`config.mk`:
```
export PLATFORM = sky130hd
export DESIGN_NAME = tgc_rx
export DESIGN_NICKNAME = d
export VERILOG_FILES = /design/src/rtl/tgc_pkg.sv /design/src/rtl/tgc_sync.sv /design/src/rtl/tgc_token.sv /design/src/rtl/tgc_lclk.sv /design/src/rtl/tgc_rx.sv
export SDC_FILE = /design/constraint.sdc
export NUM_CORES = 1
export LEC_CHECK = 0
export ABC_AREA = 1
export BUFFER_PORTS_ARGS = -buffer_cell sky130_fd_sc_hd__buf_2
export CAP_MARGIN = 20
export CORE_ASPECT_RATIO = 0.6
export CORE_MARGIN = 1.5
export CORE_UTILIZATION = 45
export DETAILED_ROUTE_END_ITERATION = 10
export GPL_TIMING_DRIVEN = 0
export PLACE_DENSITY = 0.71
export SLEW_MARGIN = 20
export SYNTH_ARGS = -nofsm -noshare
export SYNTH_HDL_FRONTEND = slang
export SYNTH_SLANG_ARGS = --single-unit
```
`constraint.sdc`:
```
create_clock -name ref_clk -period 1.22 [get_ports ref_clk]
set_input_delay 0.244 -clock ref_clk [delete_from_list [all_inputs] [get_ports ref_clk]]
set_output_delay 0.244 -clock ref_clk [all_outputs]
set_load 0.1 [all_outputs]
```
`src/rtl/tgc_pkg.sv`:
```
package tgc_pkg;
  localparam int PER_W = 8;
  typedef logic [PER_W-1:0] per_t;
endpackage

```
`src/rtl/tgc_sync.sv`:
```
module tgc_sync #(
  parameter int STAGES = 2
) (
  input  logic clk,
  input  logic rst_n,
  input  logic d_i,
  output logic q_o
);
  logic [STAGES-1:0] sh_q;
  logic [STAGES-1:0] sh_n;

  generate
    if (STAGES == 1) begin : g_one
      always_comb sh_n = d_i;
    end else begin : g_many
      always_comb sh_n = {sh_q[STAGES-2:0], d_i};
    end
  endgenerate

  always_ff @(posedge clk or negedge rst_n) begin
    if (!rst_n) sh_q <= '0;
    else        sh_q <= sh_n;
  end

  assign q_o = sh_q[STAGES-1];
endmodule

```
`src/rtl/tgc_token.sv`:
```
module tgc_token #(
  parameter int DW = 16
) (
  input  logic          clk,
  input  logic          rst_n,
  input  logic          req_s_i,
  input  logic [DW-1:0] data_i,
  input  logic          take_i,
  output logic          valid_o,
  output logic [DW-1:0] word_o,
  output logic          ack_o
);
  logic          phase_q, phase_n;
  logic          valid_q, valid_n;
  logic          ack_q, ack_n;
  logic [DW-1:0] word_q, word_n;
  logic          pend;
  logic          word_en;

  assign pend = req_s_i ^ phase_q;

  always_comb begin
    phase_n = phase_q;
    valid_n = valid_q;
    ack_n   = ack_q;
    word_en = 1'b0;
    if (take_i) begin
      phase_n = ~phase_q;
      ack_n   = ~ack_q;
      valid_n = 1'b0;
    end else if (pend && !valid_q) begin
      valid_n = 1'b1;
      word_en = 1'b1;
    end
    word_n = word_en ? data_i : word_q;
  end

  always_ff @(posedge clk or negedge rst_n) begin
    if (!rst_n) begin
      phase_q <= 1'b0;
      valid_q <= 1'b0;
      ack_q   <= 1'b0;
      word_q  <= '0;
    end else begin
      phase_q <= phase_n;
      valid_q <= valid_n;
      ack_q   <= ack_n;
      word_q  <= word_n;
    end
  end

  assign valid_o = valid_q;
  assign word_o  = word_q;
  assign ack_o   = ack_q;
endmodule

```
`src/rtl/tgc_lclk.sv`:
```
module tgc_lclk
  import tgc_pkg::*;
#(
  parameter int DRAIN   = 2,
  parameter int PER_RST = 3
) (
  input  logic clk,
  input  logic rst_n,
  input  logic tok_i,
  input  logic take_i,
  input  logic per_wr_i,
  input  per_t per_val_i,
  output logic lclk_o,
  output logic run_o,
  output logic rise_o,
  output per_t per_o
);
  localparam int CW = $clog2(DRAIN + 2);

  logic          run_q, run_n;
  logic          lclk_q, lclk_n;
  per_t          cnt_q, cnt_n;
  per_t          per_q, per_n;
  logic [CW-1:0] drn_q, drn_n;
  logic          flip, rise, fall;

  assign flip = run_q && (cnt_q == per_q);
  assign rise = flip && !lclk_q;
  assign fall = flip && lclk_q;

  always_comb begin
    run_n  = run_q;
    lclk_n = lclk_q;
    cnt_n  = cnt_q;
    per_n  = per_q;
    drn_n  = drn_q;
    if (!run_q) begin
      cnt_n  = '0;
      lclk_n = 1'b0;
      drn_n  = '0;
      if (per_wr_i) per_n = per_val_i;
      if (tok_i)    run_n = 1'b1;
    end else begin
      if (flip) begin
        cnt_n  = '0;
        lclk_n = ~lclk_q;
      end else begin
        cnt_n = cnt_q + per_t'(1);
      end
      if (rise) begin
        if (take_i)                       drn_n = CW'(DRAIN);
        else if (!tok_i && drn_q != '0)   drn_n = drn_q - CW'(1);
      end
      if (fall && !tok_i && drn_q == '0) begin
        run_n  = 1'b0;
        lclk_n = 1'b0;
      end
    end
  end

  always_ff @(posedge clk or negedge rst_n) begin
    if (!rst_n) begin
      run_q  <= 1'b0;
      lclk_q <= 1'b0;
      cnt_q  <= '0;
      per_q  <= per_t'(PER_RST);
      drn_q  <= '0;
    end else begin
      run_q  <= run_n;
      lclk_q <= lclk_n;
      cnt_q  <= cnt_n;
      per_q  <= per_n;
      drn_q  <= drn_n;
    end
  end

  assign lclk_o = lclk_q;
  assign run_o  = run_q;
  assign rise_o = rise;
  assign per_o  = per_q;
endmodule

```
`src/rtl/tgc_rx.sv`:
```
module tgc_rx
  import tgc_pkg::*;
#(
  parameter int DW          = 16,
  parameter int SYNC_STAGES = 2,
  parameter int DRAIN       = 2,
  parameter int PER_RST     = 3
) (
  input  logic          ref_clk,
  input  logic          rst_n,
  input  logic          req_i,
  input  logic [DW-1:0] data_i,
  output logic          ack_o,
  input  logic          cons_i,
  input  logic          per_wr_i,
  input  logic [7:0]    per_val_i,
  output logic [DW-1:0] word_o,
  output logic          tok_o,
  output logic          lclk_o,
  output logic          run_o
);
  logic [1:0] rs_q;
  logic       rst_i_n;
  logic       req_s;
  logic       rise;
  logic       take;
  per_t       per_cur;

  always_ff @(posedge ref_clk or negedge rst_n) begin
    if (!rst_n) rs_q <= 2'b00;
    else        rs_q <= {rs_q[0], 1'b1};
  end
  assign rst_i_n = rs_q[1];

  tgc_sync #(.STAGES(SYNC_STAGES)) u_sync (
    .clk   (ref_clk),
    .rst_n (rst_i_n),
    .d_i   (req_i),
    .q_o   (req_s)
  );

  assign take = rise && cons_i && tok_o;

  tgc_token #(.DW(DW)) u_token (
    .clk     (ref_clk),
    .rst_n   (rst_i_n),
    .req_s_i (req_s),
    .data_i  (data_i),
    .take_i  (take),
    .valid_o (tok_o),
    .word_o  (word_o),
    .ack_o   (ack_o)
  );

  tgc_lclk #(.DRAIN(DRAIN), .PER_RST(PER_RST)) u_lclk (
    .clk       (ref_clk),
    .rst_n     (rst_i_n),
    .tok_i     (tok_o),
    .take_i    (take),
    .per_wr_i  (per_wr_i),
    .per_val_i (per_t'(per_val_i)),
    .lclk_o    (lclk_o),
    .run_o     (run_o),
    .rise_o    (rise),
    .per_o     (per_cur)
  );
endmodule

```
# [Word-level counts from Yosys, hierarchy flattened]
# Index checks and enable logic that the tools add are counted.
[classes] addsub=2 n_mul=0 div_mod_pow=0 magnitude_cmp=0 eq_ne=4 shift=0 n_mux=16 bitwise=5 n_reduce_logical=16
[ops] operator="2-to-1 mux 8 bit" count=2
[ops] operator="2-to-1 mux 1 bit" count=10
[ops] operator="logical AND 1 bit" count=9
[ops] operator="adder 8 x 1 -> 8 bit (second input constant)" count=1
[ops] operator="equality test 8 bit" count=1
[ops] operator="2-to-1 mux 2 bit" count=4
[ops] operator="!= test 3 bit (second input constant)" count=2
[ops] operator="NOT 1 bit" count=4
[ops] operator="AND reduction 2 bit" count=2
[ops] operator="nonzero test 2 bit" count=2
[ops] operator="logical NOT 1 bit" count=2
[ops] operator="logical NOT 2 bit" count=1
[ops] operator="!= test 2 bit (second input constant)" count=1
[ops] operator="subtractor 2 x 1 -> 2 bit (second input constant)" count=1
[ops] operator="bitwise XOR 1 bit" count=1
[totals] register_bits=43 latchBits=0 ram_bits=0 mem_bits_ro=0 out_inout_bits=20 word_cells=54 memories=0

# [Depth between registers and ports, before layout]
[depth] depth_word=8 depth_mapped=11 depth_no_buf=11

# [Hierarchy]
# A second synthesis with hierarchy kept.
[unflattened] hier_cells=229 hier_area_um2=1989.4
[by_module_without_submodules] mod="tgc_lclk" instances=1 cells_each=140 area_each_um2=1067.3 seq_area_each_um2=503.0
[by_module_without_submodules] mod="tgc_token" instances=1 cells_each=81 area_each_um2=804.5 seq_area_each_um2=475.5
[by_module_without_submodules] mod="tgc_rx" instances=1 cells_each=6 area_each_um2=67.6 seq_area_each_um2=50.0
[by_module_without_submodules] mod="tgc_sync" instances=1 cells_each=2 area_each_um2=50.0 seq_area_each_um2=50.0

# [Worst setup path before layout]
# No wires, ideal clock.
[synth_path] kind="register to register" startpoint="reg u_lclk.run_q, in the netlist u_lclk.run_o" endpoint="reg u_lclk.drn_q[0]" setup_time_ns=0.116 arrival_time_ns=1.917 required_time_ns=1.104 slack_ns=-0.813 path_stages_with_launch=11 path_cell_list="dfrtp_1 -> buf_4 -> inv_2 -> a21oi_2 -> nand3_2 -> nor2_4 -> nand4_4 -> nand2_1 -> inv_1 -> nand2_1 -> nand2_1"
[synth_between] elab_chain_len=7 elab_cells_between_ends=10 classes_between="eq/ne (2); mux (3); reduce/logical (5)"
[synth_lines] item="from (decl)" line="tgc_lclk.sv:20" source="logic run_q, run_n;"
[synth_lines] item="from (signal assigned)" line="tgc_lclk.sv:69" source="run_q <= run_n;"
[synth_lines] item="logical AND 1 bit" line="tgc_lclk.sv:27" source="assign flip = run_q && (cnt_q == per_q);"
[synth_lines] item="logical AND 1 bit" line="tgc_lclk.sv:28" source="assign rise = flip && !lclk_q;"
[synth_lines] item="logical AND 1 bit (2 in series)" line="tgc_rx.sv:42" source="assign take = rise && cons_i && tok_o;"
[synth_lines] item="2-to-1 mux 2 bit" line="tgc_lclk.sv:51" source="if (take_i) drn_n = CW'(DRAIN);"
[synth_lines] item="2-to-1 mux 2 bit" line="tgc_lclk.sv:50" source="if (rise) begin"
[synth_lines] item="2-to-1 mux 2 bit" line="tgc_lclk.sv:37" source="if (!run_q) begin"
[synth_lines] item="to (signal assigned)" line="tgc_lclk.sv:73" source="drn_q <= drn_n;"
[synth_lines] item="to (decl)" line="tgc_lclk.sv:24" source="logic [CW-1:0] drn_q, drn_n;"
# Several ways; a longest one is shown, not always the timed one. The select of a mux whose other input is x is not followed.
# A chain may end at the register's enable or synchronous reset.

# [Final worst setup path]
[layout_path] startpoint="reg u_lclk.per_q[1], in the netlist u_lclk.per_o[1]" endpoint="reg u_lclk.cnt_q[4]"
[layout_between] elab_chain_len=4
[layout_lines] item="from (decl)" line="tgc_lclk.sv:23" source="per_t per_q, per_n;"
[layout_lines] item="from (signal assigned)" line="tgc_lclk.sv:66" source="per_q <= per_t'(PER_RST);"
[layout_lines] item="from (signal assigned)" line="tgc_lclk.sv:72" source="per_q <= per_n;"
[layout_lines] item="equality test 8 bit" line="tgc_lclk.sv:27"
[layout_lines] item="logical AND 1 bit" line="tgc_lclk.sv:27"
[layout_lines] item="2-to-1 mux 8 bit" line="tgc_lclk.sv:44" source="if (flip) begin"
[layout_lines] item="2-to-1 mux 8 bit" line="tgc_lclk.sv:37"
[layout_lines] item="via u_lclk.cnt_n[4]" line="tgc_lclk.sv:22" source="per_t cnt_q, cnt_n;"
[layout_lines] item="to (signal assigned)" line="tgc_lclk.sv:71" source="cnt_q <= cnt_n;"
[layout_lines] item="to (decl)" line="tgc_lclk.sv:22"
# The timed path passes the listed nets, and every way through them passes these cells.

==> impl_metrics.csv <==
group,metric,value,unit
power_and_ir_drop,peakVddDrop,1.661,mV
timing,min_period_over_period,126.6,%
timing,maxSlewHeadroom,65.55,%
placed_design,dp.cells,304,
finish,area_growth,41.92,%
global_route,grt_usage,17.82,%
timing,setup_viol,26,
cts,cts.sinks,43,
setup_path,critPathMaxFanout,5,
setup_path,critPathKind,"flop to flop",
cts,worst_skew_pair.late_latency,0.29,ns
timing,setup_ws,-0.3242,ns
setup_path,crit_chain,"inv_2 -> nand2_1 -> nand2_1 -> nor2_2 -> nand2_2 -> nor2_4 -> buf_4 -> nand2_4 -> nand2_4 -> nor3b_1",
setup_path,cpPeakStageDelay,0.54,ns
finish,finalNonFillerCells,322,
global_route,grt_start_max_net_pins,42,
routing,drc,0,
timing,slew_viol_final,0,
synthesis,syn_avg_cell_area,8.968,µm²
floorplan,fp-row-count,17,
placed_design,place.gp.congestion,0.7618,
routing,avgViaCountPerCell,4.761,
routing,wl,4320,µm
cts,cts_buffers,5,
cts,tritoncts,"built",
setup_path,cp.required,1.38,ns
finish,final_layout_size_suffix_gt1_share,41.45,%
setup_path,crit_path_end_kind,"flop",
cts,cts_root_buf,"clkbuf_8",
setup_path,worst_setup_path_start_kind,"flop",
finish,fin_nets,305,
global_route,antenna_found_initial,0,
power_and_ir_drop,p_leak,1.388,nW
synthesis,yosysUniqueCellTypes,26,
cts,htree_levels,2,
floorplan,core_area,3829,µm²
placed_design,dp_hpwl,2682,µm
setup_path,critPathSlowestCell,"dfstp_2",
floorplan,boundaryPins,49,
floorplan,dieArea,4574,µm²
timing,rsz0062_at_grt,"yes",
routing,antenna_left,0,
timing,skew,0.007140,ns
global_route,grt_pass1_wl,6127,µm
timing,tns,-4.624,ns
finish,antennaDiodeCount,0,
placed_design,io_buffers,48,
setup_path,worstPathArrival,1.71,ns
synthesis,yosysWarnings,0,
cts,clockBufferDepth,2,
timing,tightestPinTransition,0.5167,ns
run,drv_cap,0,
timing,fin_crit,1.544,ns
synthesis,synth.cell_area,1874,µm²
floorplan,die_h,52.99,µm
timing,timing.hold.ws,0.05577,ns
routing,post_drt_wl_per_cell,13.42,µm
routing,drt-pass1-iter-count,4,
cts,clk_pin_slew,0.08,ns
hold_path,worst_hold_path_type,"input pin to flop",
routing,vias,1533,
global_route,grt_pass1_vias,1366,
status,violations,"negative setup slack",
synthesis,synth_seq_area_share,57.54,%
status,outcome,"complete, but fails checks",
synthesis,synth_cells,209,
synthesis,ys_ff_latch,43,
timing,final_hold_viol_count,0,
global_route,overflow,0,
routing,drtIter0Drc,67,
floorplan,die_x,86.32,µm
floorplan,start_util,48.95,%
timing,fmax,0.6476,GHz
power_and_ir_drop,p_per_area,3013,nW/µm²
synthesis,syn_nets,240,
-- worst max-delay path: cells and delay by family (launching register included) --
family / cells / cell delay [ns]
simple gates: 8 / 0.70
flops: 1 / 0.54
buf+inv: 2 / 0.19
-- registers in the layout, summed over array words and instances (netlist names) --
name and flops:
u_lclk.lclk_o 1, u_token.word_o 16, u_token.ack_o 1, u_lclk.run_o 1, u_token.valid_o 1, u_token.phase_q 1, u_sync.sh_q 2, rs_q 2
u_lclk.per_o 8, u_lclk.cnt_q 8, u_lclk.drn_q 2
-- cells in the mapped netlist --
cell type	number	area, µm²
a21oi_1	6	30.03
a21oi_2	1	8.760
a31oi_1	1	6.260
buf_1	1	3.750
buf_2	2	10.01
buf_4	1	7.510
conb_1	1	3.750
dfrtp_1	41	1026
dfstp_2	2	52.55
ha_1	2	25.02
inv_1	19	71.32
inv_2	3	11.26
mux2_2	3	33.78
nand2_1	81	304.0
nand2_2	2	12.51
nand3_1	2	10.01
nand3_2	1	10.01
nand4_4	2	42.54
nor2_1	19	71.32
nor2_2	1	6.260
nor2_4	1	11.26
nor3_1	3	15.01
nor3b_1	2	15.01
o21ai_0	5	25.02
xnor2_1	3	26.28
xor2_1	4	35.03
-- cell usage in the layout, fill, tap and decap left out, types with 4 or more instances in the layout --
master / synthesis / final
nor2_1: 19 / 13
nor2_2: 1 / 6
dfrtp_1: 41 / 37
inv_1: 19 / 18
a21oi_1: 6 / 4
buf_6: 0 / 14
nand2_4: 0 / 5
xor2_1: 4 / 4
nand2_1: 81 / 67
nand2_2: 2 / 12
buf_2: 2 / 28
o21ai_0: 5 / 5
buf_4: 1 / 11
clkbuf_8: 0 / 7
-- kinds of logic after synthesis --
family,count (synthesis),share of synthesized area [%]
buffers and inverters,26,5.541
and+or+nand+nor,114,26.57
xor gates and xnor gates,7,3.271
DFF,43,57.54
muxes,3,1.802
adders and majority gates,2,1.335
AOI/OAI and AO/OA,13,3.738
other,1,0.2001
-- worst paths after layout --
kind                            startpoint                 to  slack (ns)  depth (start not counted)
max                        u_lclk.per_o[1]    u_lclk.cnt_q[4]       -0.32                         10
min                                  req_i     u_sync.sh_q[0]        0.06                          1
max reg2reg                u_lclk.per_o[1]    u_lclk.cnt_q[4]       -0.32                         10
min reg2reg                        rs_q[1]  u_token.word_o[7]        0.32                          0
max in group asynchronous          rs_q[1]       u_lclk.run_o        0.50                          0
min in group asynchronous            rst_n            rs_q[1]        0.25                          2
-- per-layer routing --
layer  routed length, µm  vias to the layer above  track usage, %
li1                    -                      768               -
met1                2020                      718           25.10
met5                   0                        -               0
met4                   7                        0           2.419
met3                 262                        2           6.240
met2                2030                       45           27.30
-- report_power, final --
part           switching (mW)  leakage, nW  internal (mW)
Clock                   0.481       0.0505          0.515
Combinational            3.27        0.827           1.30
Sequential              0.507        0.510           1.94
Total                    4.26         1.39           3.76
-- per-stage QoR --
| step | setup WS (ns) | utilization (%) | power (mW) | area, µm² |
|---|---|---|---|---|
| floorplan | -0.3649 | - | 5.514 | 1909 |
| global placement | -0.3324 | 57.68 | 6.104 | 2208 |
| detailed placement | -0.3416 | 57.68 | 6.169 | 2208 |
| CTS | -0.2798 | 63.07 | 7.446 | 2415 |
| global route | -0.4091 | 69.48 | 8.405 | 2660 |
| finish | -0.3242 | 69.48 | 8.014 | 2660 |
-- layout make-up --
class	instances	area, µm²
fill	294	1169
sequential	43	1091
clock buffer	7	96.34
tap	47	58.81
timing repair buffer	57	471.7
buffer	4	48.80
multi-input combinational	141	798.3
clock inverter	1	7.507
inverter	22	87.58
-- repair_timing --
item | in CTS | in global routing
gates resized for setup | 27 | 51
endpoints found under the setup margin | 52 | 42
cloned | 1 | 1
pin swaps | 5 | 5
buffers inserted | 1 | 6
hold endpoints to repair | 2 | 0
hold buffers | 1 | 0
No activity file was read; power rests on OpenSTA's default activity.
